### config.mk
export PLATFORM = sky130hd
export DESIGN_NAME = irq_ctrl_cascade
export DESIGN_NICKNAME = d
export VERILOG_FILES = /design/src/rtl/irqc_pkg.sv /design/src/rtl/irqc_first_set.sv /design/src/rtl/irqc_unit.sv /design/src/rtl/irq_ctrl_cascade.sv
export SDC_FILE = /design/constraint.sdc
export NUM_CORES = 1
export LEC_CHECK = 0
export ABC_AREA = 1
export BUFFER_PORTS_ARGS = -buffer_cell sky130_fd_sc_hd__buf_2
export CAP_MARGIN = 10
export CORE_AREA = 2 2 74 76
export CTS_BUF_LIST = sky130_fd_sc_hd__clkbuf_8 sky130_fd_sc_hd__clkbuf_16
export DETAILED_ROUTE_END_ITERATION = 8
export DIE_AREA = 0 0 76 78
export GPL_TIMING_DRIVEN = 0
export PLACE_DENSITY = 0.83
export SETUP_SLACK_MARGIN = 0.02
export SLEW_MARGIN = 10
export SYNTH_ARGS = -nofsm -noshare
export SYNTH_HDL_FRONTEND = slang
export SYNTH_SLANG_ARGS = --single-unit
### constraint.sdc
create_clock -name clk -period 3.2 [get_ports clk]
set_input_delay 0.32 -clock clk [delete_from_list [all_inputs] [get_ports clk]]
set_output_delay 0.32 -clock clk [all_outputs]
set_load 0.005 [all_outputs]
### src/rtl/irqc_pkg.sv
package irqc_pkg;
  typedef enum logic [1:0] {
    REG_MASK = 2'd0,
    REG_BASE = 2'd1,
    REG_EOI  = 2'd2
  } irqc_reg_e;
endpackage

### src/rtl/irqc_first_set.sv
module irqc_first_set #(
  parameter int N = 8,
  localparam int IW = $clog2(N)
) (
  input  logic [N-1:0]  vec_i,
  output logic          any_o,
  output logic [IW-1:0] idx_o
);
  always_comb begin
    any_o = 1'b0;
    idx_o = '0;
    for (int i = N - 1; i >= 0; i--) begin
      if (vec_i[i]) begin
        any_o = 1'b1;
        idx_o = IW'(i);
      end
    end
  end
endmodule

### src/rtl/irqc_unit.sv
module irqc_unit
  import irqc_pkg::*;
#(
  parameter int LINES  = 8,
  parameter int BASE_W = 5,
  localparam int IDX_W  = $clog2(LINES),
  localparam int DATA_W = BASE_W + IDX_W
) (
  input  logic              clk,
  input  logic              rst_n,
  input  logic [LINES-1:0]  req_i,
  input  logic              ack_i,
  input  logic              wr_en_i,
  input  logic [1:0]        wr_reg_i,
  input  logic [DATA_W-1:0] wr_data_i,
  output logic              irq_o,
  output logic [IDX_W-1:0]  idx_o,
  output logic [DATA_W-1:0] vec_o,
  output logic [LINES-1:0]  isr_o,
  output logic              ack_fire_o
);
  function automatic logic [LINES-1:0] line_bit(input logic [IDX_W-1:0] idx);
    return LINES'(1) << idx;
  endfunction

  function automatic logic [LINES-1:0] at_or_above(input logic [IDX_W-1:0] idx);
    return (LINES'(1) << (idx + 1'b1)) - 1'b1;
  endfunction

  function automatic logic [DATA_W-1:0] make_vec(input logic [BASE_W-1:0] base,
                                                  input logic [IDX_W-1:0] idx);
    return {base, idx};
  endfunction

  logic [LINES-1:0]  irr_q, isr_q, mask_q;
  logic [BASE_W-1:0] base_q;
  logic [LINES-1:0]  cand;
  logic              cand_any, isr_any;
  logic [IDX_W-1:0]  cand_idx, isr_idx;
  logic              ack_fire, eoi_fire;
  logic [LINES-1:0]  set_isr, clr_isr;

  assign cand = irr_q & ~mask_q;

  irqc_first_set #(.N(LINES)) u_cand (.vec_i(cand),  .any_o(cand_any), .idx_o(cand_idx));
  irqc_first_set #(.N(LINES)) u_isr  (.vec_i(isr_q), .any_o(isr_any),  .idx_o(isr_idx));

  assign irq_o      = cand_any && (!isr_any || (cand_idx < isr_idx));
  assign ack_fire   = ack_i && irq_o;
  assign eoi_fire   = wr_en_i && (irqc_reg_e'(wr_reg_i) == REG_EOI) && isr_any;
  assign set_isr    = ack_fire ? line_bit(cand_idx) : '0;
  assign clr_isr    = eoi_fire ? line_bit(isr_idx) : '0;
  assign idx_o      = cand_idx;
  assign vec_o      = make_vec(base_q, irq_o ? cand_idx : {IDX_W{1'b1}});
  assign isr_o      = isr_q;
  assign ack_fire_o = ack_fire;

  always_ff @(posedge clk or negedge rst_n) begin
    if (!rst_n) begin
      irr_q  <= '0;
      isr_q  <= '0;
      mask_q <= '0;
      base_q <= '0;
    end else begin
      irr_q <= (irr_q | req_i) & ~set_isr;
      isr_q <= (isr_q & ~clr_isr) | set_isr;
      if (wr_en_i && irqc_reg_e'(wr_reg_i) == REG_MASK) mask_q <= wr_data_i[LINES-1:0];
      if (wr_en_i && irqc_reg_e'(wr_reg_i) == REG_BASE) base_q <= wr_data_i[DATA_W-1 -: BASE_W];
    end
  end

  AST_ACK_SETS_ISR: assert property (@(posedge clk) disable iff (!rst_n)
    ack_fire |=> isr_q[$past(cand_idx)]);
  AST_ACK_RETIRES_REQ: assert property (@(posedge clk) disable iff (!rst_n)
    (ack_fire && !req_i[cand_idx]) |=> !irr_q[$past(cand_idx)]);
  AST_IRQ_OUTRANKS_ISR: assert property (@(posedge clk) disable iff (!rst_n)
    irq_o |-> ((isr_q & at_or_above(cand_idx)) == '0));
  AST_EOI_DROPS_ONE: assert property (@(posedge clk) disable iff (!rst_n)
    (eoi_fire && !ack_fire) |=> ($countones(isr_q) + 1 == $past($countones(isr_q))));
  AST_PENDING_HELD: assert property (@(posedge clk) disable iff (!rst_n)
    (irr_q[0] && !ack_fire) |=> irr_q[0]);
endmodule

### src/rtl/irq_ctrl_cascade.sv
module irq_ctrl_cascade #(
  parameter int LINES     = 8,
  parameter int BASE_W    = 5,
  parameter int LINK_LINE = 2,
  localparam int IDX_W  = $clog2(LINES),
  localparam int DATA_W = BASE_W + IDX_W
) (
  input  logic               clk,
  input  logic               rst_n,
  input  logic [2*LINES-1:0] req_i,
  output logic               irq_o,
  input  logic               inta_i,
  input  logic               wr_en_i,
  input  logic               wr_sec_i,
  input  logic [1:0]         wr_reg_i,
  input  logic [DATA_W-1:0]  wr_data_i,
  output logic [DATA_W-1:0]  bus_o,
  output logic               bus_oe_o
);
  logic [LINES-1:0]  p_req, p_isr, s_isr;
  logic              p_irq, s_irq, p_ack_fire, s_ack_fire;
  logic [IDX_W-1:0]  p_idx, s_idx;
  logic [DATA_W-1:0] p_vec, s_vec;
  logic              link_sel, s_ack;

  always_comb begin
    p_req            = req_i[LINES-1:0];
    p_req[LINK_LINE] = s_irq;
  end

  assign link_sel = p_irq && (p_idx == IDX_W'(LINK_LINE));
  assign s_ack    = inta_i && link_sel;

  irqc_unit #(.LINES(LINES), .BASE_W(BASE_W)) u_primary (
    .clk(clk), .rst_n(rst_n), .req_i(p_req), .ack_i(inta_i),
    .wr_en_i(wr_en_i && !wr_sec_i), .wr_reg_i(wr_reg_i), .wr_data_i(wr_data_i),
    .irq_o(p_irq), .idx_o(p_idx), .vec_o(p_vec), .isr_o(p_isr), .ack_fire_o(p_ack_fire)
  );

  irqc_unit #(.LINES(LINES), .BASE_W(BASE_W)) u_secondary (
    .clk(clk), .rst_n(rst_n), .req_i(req_i[2*LINES-1:LINES]), .ack_i(s_ack),
    .wr_en_i(wr_en_i && wr_sec_i), .wr_reg_i(wr_reg_i), .wr_data_i(wr_data_i),
    .irq_o(s_irq), .idx_o(s_idx), .vec_o(s_vec), .isr_o(s_isr), .ack_fire_o(s_ack_fire)
  );

  assign irq_o    = p_irq;
  assign bus_oe_o = inta_i;
  assign bus_o    = link_sel ? s_vec : p_vec;

  AST_LINK_SLOT_TAKEN: assert property (@(posedge clk) disable iff (!rst_n)
    s_ack_fire |=> (p_isr[LINK_LINE] && (s_isr != '0)));
  AST_SEC_LINE_ON_BUS: assert property (@(posedge clk) disable iff (!rst_n)
    (inta_i && link_sel && s_irq) |-> (bus_o[IDX_W-1:0] == s_idx));
  AST_PRIMARY_RECORDS: assert property (@(posedge clk) disable iff (!rst_n)
    p_ack_fire |=> (p_isr != '0));
endmodule

# == After elaboration in Yosys (flattened, before gate mapping) ==
# Cells that the tools add are included.
# totals
register_bits,58
inputBits,31
output_inout_bits,10
elab_cells,126
# classes
magnitude_cmp,2
eq_ne,3
shifts,4
mux,71
bitwise,16
n_reduce_logical,22
# op_table
cell,count
$mux W3,34
$and A8 B8 Y8,6
$not A8 Y8,6
$mux W8,5
$mux W1,32
$or A8 B8 Y8,4
$shl A1 B3 Y8 const A,4
$logic_and A1 B1 Y1,16
$lt A3 B3 Y1,2
$eq A3 B2 Y1 const B,1
$logic_not A1 Y1,3
$eq A2 B1 Y1 const B,1
$eq A2 B2 Y1 const B,1
$logic_not A2 Y1,1
$logic_or A1 B1 Y1,2

# == Longest topological paths before layout ==
# depth
ltp_word,19
ltp_mapped,19
mapped_depth_nobuf,19

# == Modules after synthesis ==
# A second synthesis with hierarchy kept.
# hier_totals
hier_cells,447
hier_area_um2,3283.1
# modules_own_cells
module,instances,cells_each,area_each_um2,seq_area_each_um2
irqc_unit,2,162,1358.8,725.7
irqc_first_set,4,22,98.8,0.0
irq_ctrl_cascade,1,35,170.2,0.0

# == Worst setup path before layout ==
# Ideal clock, no wire load.
# synth_path
kind,flip-flop to output port
start,register u_primary.irr_q[0]
end,output port bus_o[2]
t_arrival_ns,1.992
t_required_ns,2.880
slack_ns,0.888
path_stages_with_launch,16
n_path_buf,0
path_cell_list,dfrtp_1 inv_1 nor2_1 inv_2 nand2_2 nor3_4 ha_1 a21oi_1 nand2_2 nand2_4 nand2_4 inv_4 nand2_4 inv_2 nand2_1 nand2_1
# synth_via
elab_chain_len,7
elab_cells_between_ends,10
classes_between,1 x order compare; 1 x eq/ne; 4 x mux; 1 x bitwise; 3 x reduce/logical
# synth_lines
item,line_no,source
"start, declared",irqc_unit.sv:35,"logic [LINES-1:0] irr_q, isr_q, mask_q;"
"start signal, assigned",irqc_unit.sv:65,irr_q <= (irr_q | req_i) & ~set_isr;
$and A8 B8 Y8 *,irqc_unit.sv:43,assign cand = irr_q & ~mask_q;
$mux W3,irqc_first_set.sv:13,if (vec_i[i]) begin
$lt A3 B3 Y1,irqc_unit.sv:48,assign irq_o = cand_any && (!isr_any || (cand_idx < isr_idx));
$logic_or A1 B1 Y1,irqc_unit.sv:48,
$logic_and A1 B1 Y1 *,irqc_unit.sv:48,
net irq_o,irq_ctrl_cascade.sv:11,"output logic irq_o,"
$mux W3 or $logic_and A1 B1 Y1 (tied branches),"irqc_unit.sv:54, irq_ctrl_cascade.sv:31",
$mux W8 *,irq_ctrl_cascade.sv:48,assign bus_o = link_sel ? s_vec : p_vec;
"end, declared",irq_ctrl_cascade.sv:17,"output logic [DATA_W-1:0] bus_o,"
# Mark *: on every way through the listed nets, which the timed path passes. The rest lies on a longest branch.

# == Final worst setup path ==
# layout_path
start,register u_primary.isr_q[3] (netlist: u_primary.isr_o[3])
end,output port bus_o[2]
# layout_via
elab_chain_len,9
elab_cells_between_ends,15
classes_between,1 x order compare; 10 x mux; 4 x reduce/logical
# layout_lines
item,line_no,source
"start, declared",irqc_unit.sv:35,
"start signal, assigned",irqc_unit.sv:66,isr_q <= (isr_q & ~clr_isr) | set_isr;
$mux W3 or $mux W1 (tied branches) (4 in series),irqc_first_set.sv:13,
$lt A3 B3 Y1 or $logic_not A1 Y1 (tied branches),irqc_unit.sv:48,
$logic_or A1 B1 Y1 *,irqc_unit.sv:48,
$logic_and A1 B1 Y1 *,irqc_unit.sv:48,
$mux W3 or $logic_and A1 B1 Y1 (tied branches),"irqc_unit.sv:54, irq_ctrl_cascade.sv:31",
$mux W8 *,irq_ctrl_cascade.sv:48,
# Mark *: on every way between the ends. The rest lies on a longest branch, timed or not.

==> impl_metrics.tcl <==
set metrics [dict create \
    cp_max_fo 7 \
    core_area_um2 5042 \
    slowest_stage "dfrtp_1" \
    yosysMostFrequentCell "nand2_1" \
    numCtsBuffers 9 \
    seqPwrFrac_pct 37.8 \
    portBuffers 39 \
    synth.top_cells.by_count "nand2_1, inv_1, dfrtp_1" \
    fin_setup_tns_ps 0 \
    final_layout_size_suffix_gt1_share_pct 19.83 \
    worstSkewPairLatency_ps 340 \
    viasPerCell 5.195 \
    max_freq_mhz 335.7 \
    switchingPower_mw 1.005 \
    synth_edf_count 0 \
    irDropWorstVdd_mv 0.5551 \
    async_reset_ff_share_pct 100.0 \
    num_rows 26 \
    critical_path_class "reg2out" \
    detail_route.first_pass.iterations 5 \
    ys_seq_elements 58 \
    netlist_top_cells_area "dfrtp_1, nand2_1, inv_1, o21ai_0, nor2_1" \
    grt_pass1_wl_um 12140 \
    setup_slack_ps 221.5 \
    hold_viol_final 0 \
    power_density_nw_per_um2 710.3 \
    pwr-share-clk_pct 26.0 \
    max_stage_delay_ps 430 \
    die_area_um2 5928 \
    io_pins 41 \
    avgSynthCellArea_um2 7.706 \
    clk_pin_slew_ps 70 \
    ant_nets 0 \
    finalWirelength_um 6847 \
    p_int_mw 1.556 \
    cts.sinks 58 \
    antennaDiodeCount 0 \
    timing.critical_path.mode_cell "nand2_4" \
    dp_slack_ps 529.3 \
    detail_route.wl_per_cell_um 12.94 \
    finish.utilization_pct 71.49 \
    crit_start "u_primary.isr_o[3]" \
    synthesis.area_um2 3105 \
    rsz0062_at_grt "no" \
    cts_hold_repair.buffers 0 \
    grtUsageTotal_pct 26.07 \
    cts_tree "yes" \
    ys_types 29 \
    clock_skew_ps 10.83 \
    grt_pass1_vias 2659 \
    synth_fp_nets 438 \
    chipHeight_um 78 \
    layout-area-overhead-vs-synth_pct 16.08 \
    initial_core_util_pct 61.59 \
    die_x_um 76 \
    yosysTopAreaCellShare_pct 46.74 \
    synth_top_cell_by_area "dfrtp_1" \
    path_buf_inv 5 \
    worstHoldPathType "in2async" \
    grt_max_degree 59 \
    synthCells 403 \
    maxSlewViolCount 0 \
    rr_startpoint "u_secondary.isr_o[5]" \
    ys_seq_area_share_pct 46.74 \
    drt_iter0_drc 188 \
    period_share_pct 93.08 \
    power_mw 2.561 \
    status "complete, no violations" \
    drcViolationCount 0 \
    clockBufferDepth 2 \
    cp.depth 15 \
    worst_pin_slew_ps 697.8 \
    crit_arrival_ps 2660 \
    grt_overflow 0 \
    setup_viol_count_final 0 \
    fin_crit_ps 2979 \
    max-cap-violations 0 \
    htree_levels 3 \
    cp_cell_sequence "nor4_2, inv_1, nor2_1, inv_1, ha_1, a21oi_1, nand2_2, nand2_4, nand2_4, inv_4, nand2_4, inv_2, nand2_1, nand2_1, buf_2" \
    cts_root_buf "clkbuf_8" \
    nFillCells 380 \
    hpwl_um 5141 \
    r2r_cells 14 \
    comb_power_share_pct 36.2 \
    antenna_found_initial 0 \
    required_ps 2880 \
    nNetsFinal 489 \
    yosys_warnings 0 \
    p_sw_share_pct 39.25 \
    start_kind "flop" \
    via_count 2748 \
    place_congestion 0.8869 \
    synth_ff_type "dfrtp_1" \
    slew_headroom_pct 53.48 \
    cpLargestDelayFamily "simple AND/OR/NAND/NOR gates" \
    critPathCaptureType "primary output" \
    p_leak_nw 1.861 \
]
[worst register-to-register path, delay by kind of cell, from the launching register on]
kind          cells  cell delay, ps
buf+inv           2             200
flops             1             410
simple gates     11            1410
fa+ha+maj         1             320
[cells in the final DEF, fill, tap and decap left out, types with 2 or more instances in the layout]
cell type  count
a21oi_1       13
buf_2         38
buf_4          3
clkbuf_1       2
clkbuf_8      10
clkinv_2       3
dfrtp_1       58
ha_1           4
inv_1         62
inv_2          2
nand2_1      118
nand2_2       12
nand2_4        5
nand3_1       12
nand4_1        2
nor2_1        31
nor2_4         5
nor3_1        10
nor4_1         2
o21ai_0       39
o21ai_1       11
o31ai_1        3
[routing by layer]
layer,GRT usage [%],vias to the layer above,share of wire [%]
met1,35.03,1263,46
li1,-,1383,-
met4,9.636,0,1.4
met5,0,-,0
met3,7.558,9,6.1
met2,40.54,93,46
[flip-flops by register name, summed over array words and instances, names as in the netlist]
signal / cells
u_primary.base_q: 5
u_primary.irr_q: 8
u_primary.isr_o: 8
u_primary.mask_q: 8
u_secondary.base_q: 5
u_secondary.irr_q: 8
u_secondary.isr_o: 8
u_secondary.mask_q: 8
[per-stage QoR]
step	instances	hold WS, ps	area [um^2]
final	529	30.22	3605
after CTS	528	165.0	3583
after global placement	512	467.4	3388
after floorplan	403	24.41	3105
after global routing	529	79.65	3605
after detailed placement	512	475.7	3388
[path summary, 6_finish.rpt]
check	slack, ps	endpoint
min in group clk	170	u_primary.irr_q[5]
max in group asynchronous	2700	u_secondary.mask_q[4]
worst min register to register	490	u_primary.mask_q[1]
worst min-delay path	30	u_primary.irr_q[4]
worst max register to register	820	u_secondary.isr_o[2]
worst max-delay path	220	bus_o[2]
[layout make-up]
cell class / instances / area [um^2] / share of cell area (%)
flip-flops and latches: 58 / 1451 / 40.26
clock buffers: 10 / 137.6 / 3.818
plain buffers: 3 / 15.01 / 0.4165
repair buffers: 40 / 205.2 / 5.692
multi-input cells: 278 / 1408 / 39.05
clock inverters: 6 / 57.56 / 1.597
well taps: 70 / 87.58 / 2.430
inverters: 64 / 242.7 / 6.734
[cells by family after synthesis]
kind of cell | after synthesis | synth area share (%)
AOI/OAI and AO/OA | 70 | 12.21
DFF | 58 | 46.74
adders and majority gates | 4 | 1.612
and+or+nand+nor | 204 | 31.14
buffers and inverters | 67 | 8.300
[power groups by stage]
| stage | clock network [mW] | logic (mW) | registers [mW] |
|---|---|---|---|
| 6_report | 0.667 | 0.927 | 0.967 |
| 5_1_grt | 0.713 | 1.05 | 0.984 |
| 4_1_cts | 0.673 | 0.924 | 0.957 |
| 3_5_place_dp | 0 | 0.917 | 0.970 |
| 3_3_place_gp | 0 | 0.886 | 0.962 |
| 2_1_floorplan | 0 | 0.689 | 0.942 |
[what timing repair did]
action | 4_1_cts | 5_1_grt
endpoints found under the setup margin | 0 | 6
buffers inserted | 0 | 1
gates resized for setup | 0 | 2
endpoints found under the hold margin | 0 | 0
Power figures use the tool's default switching activity.
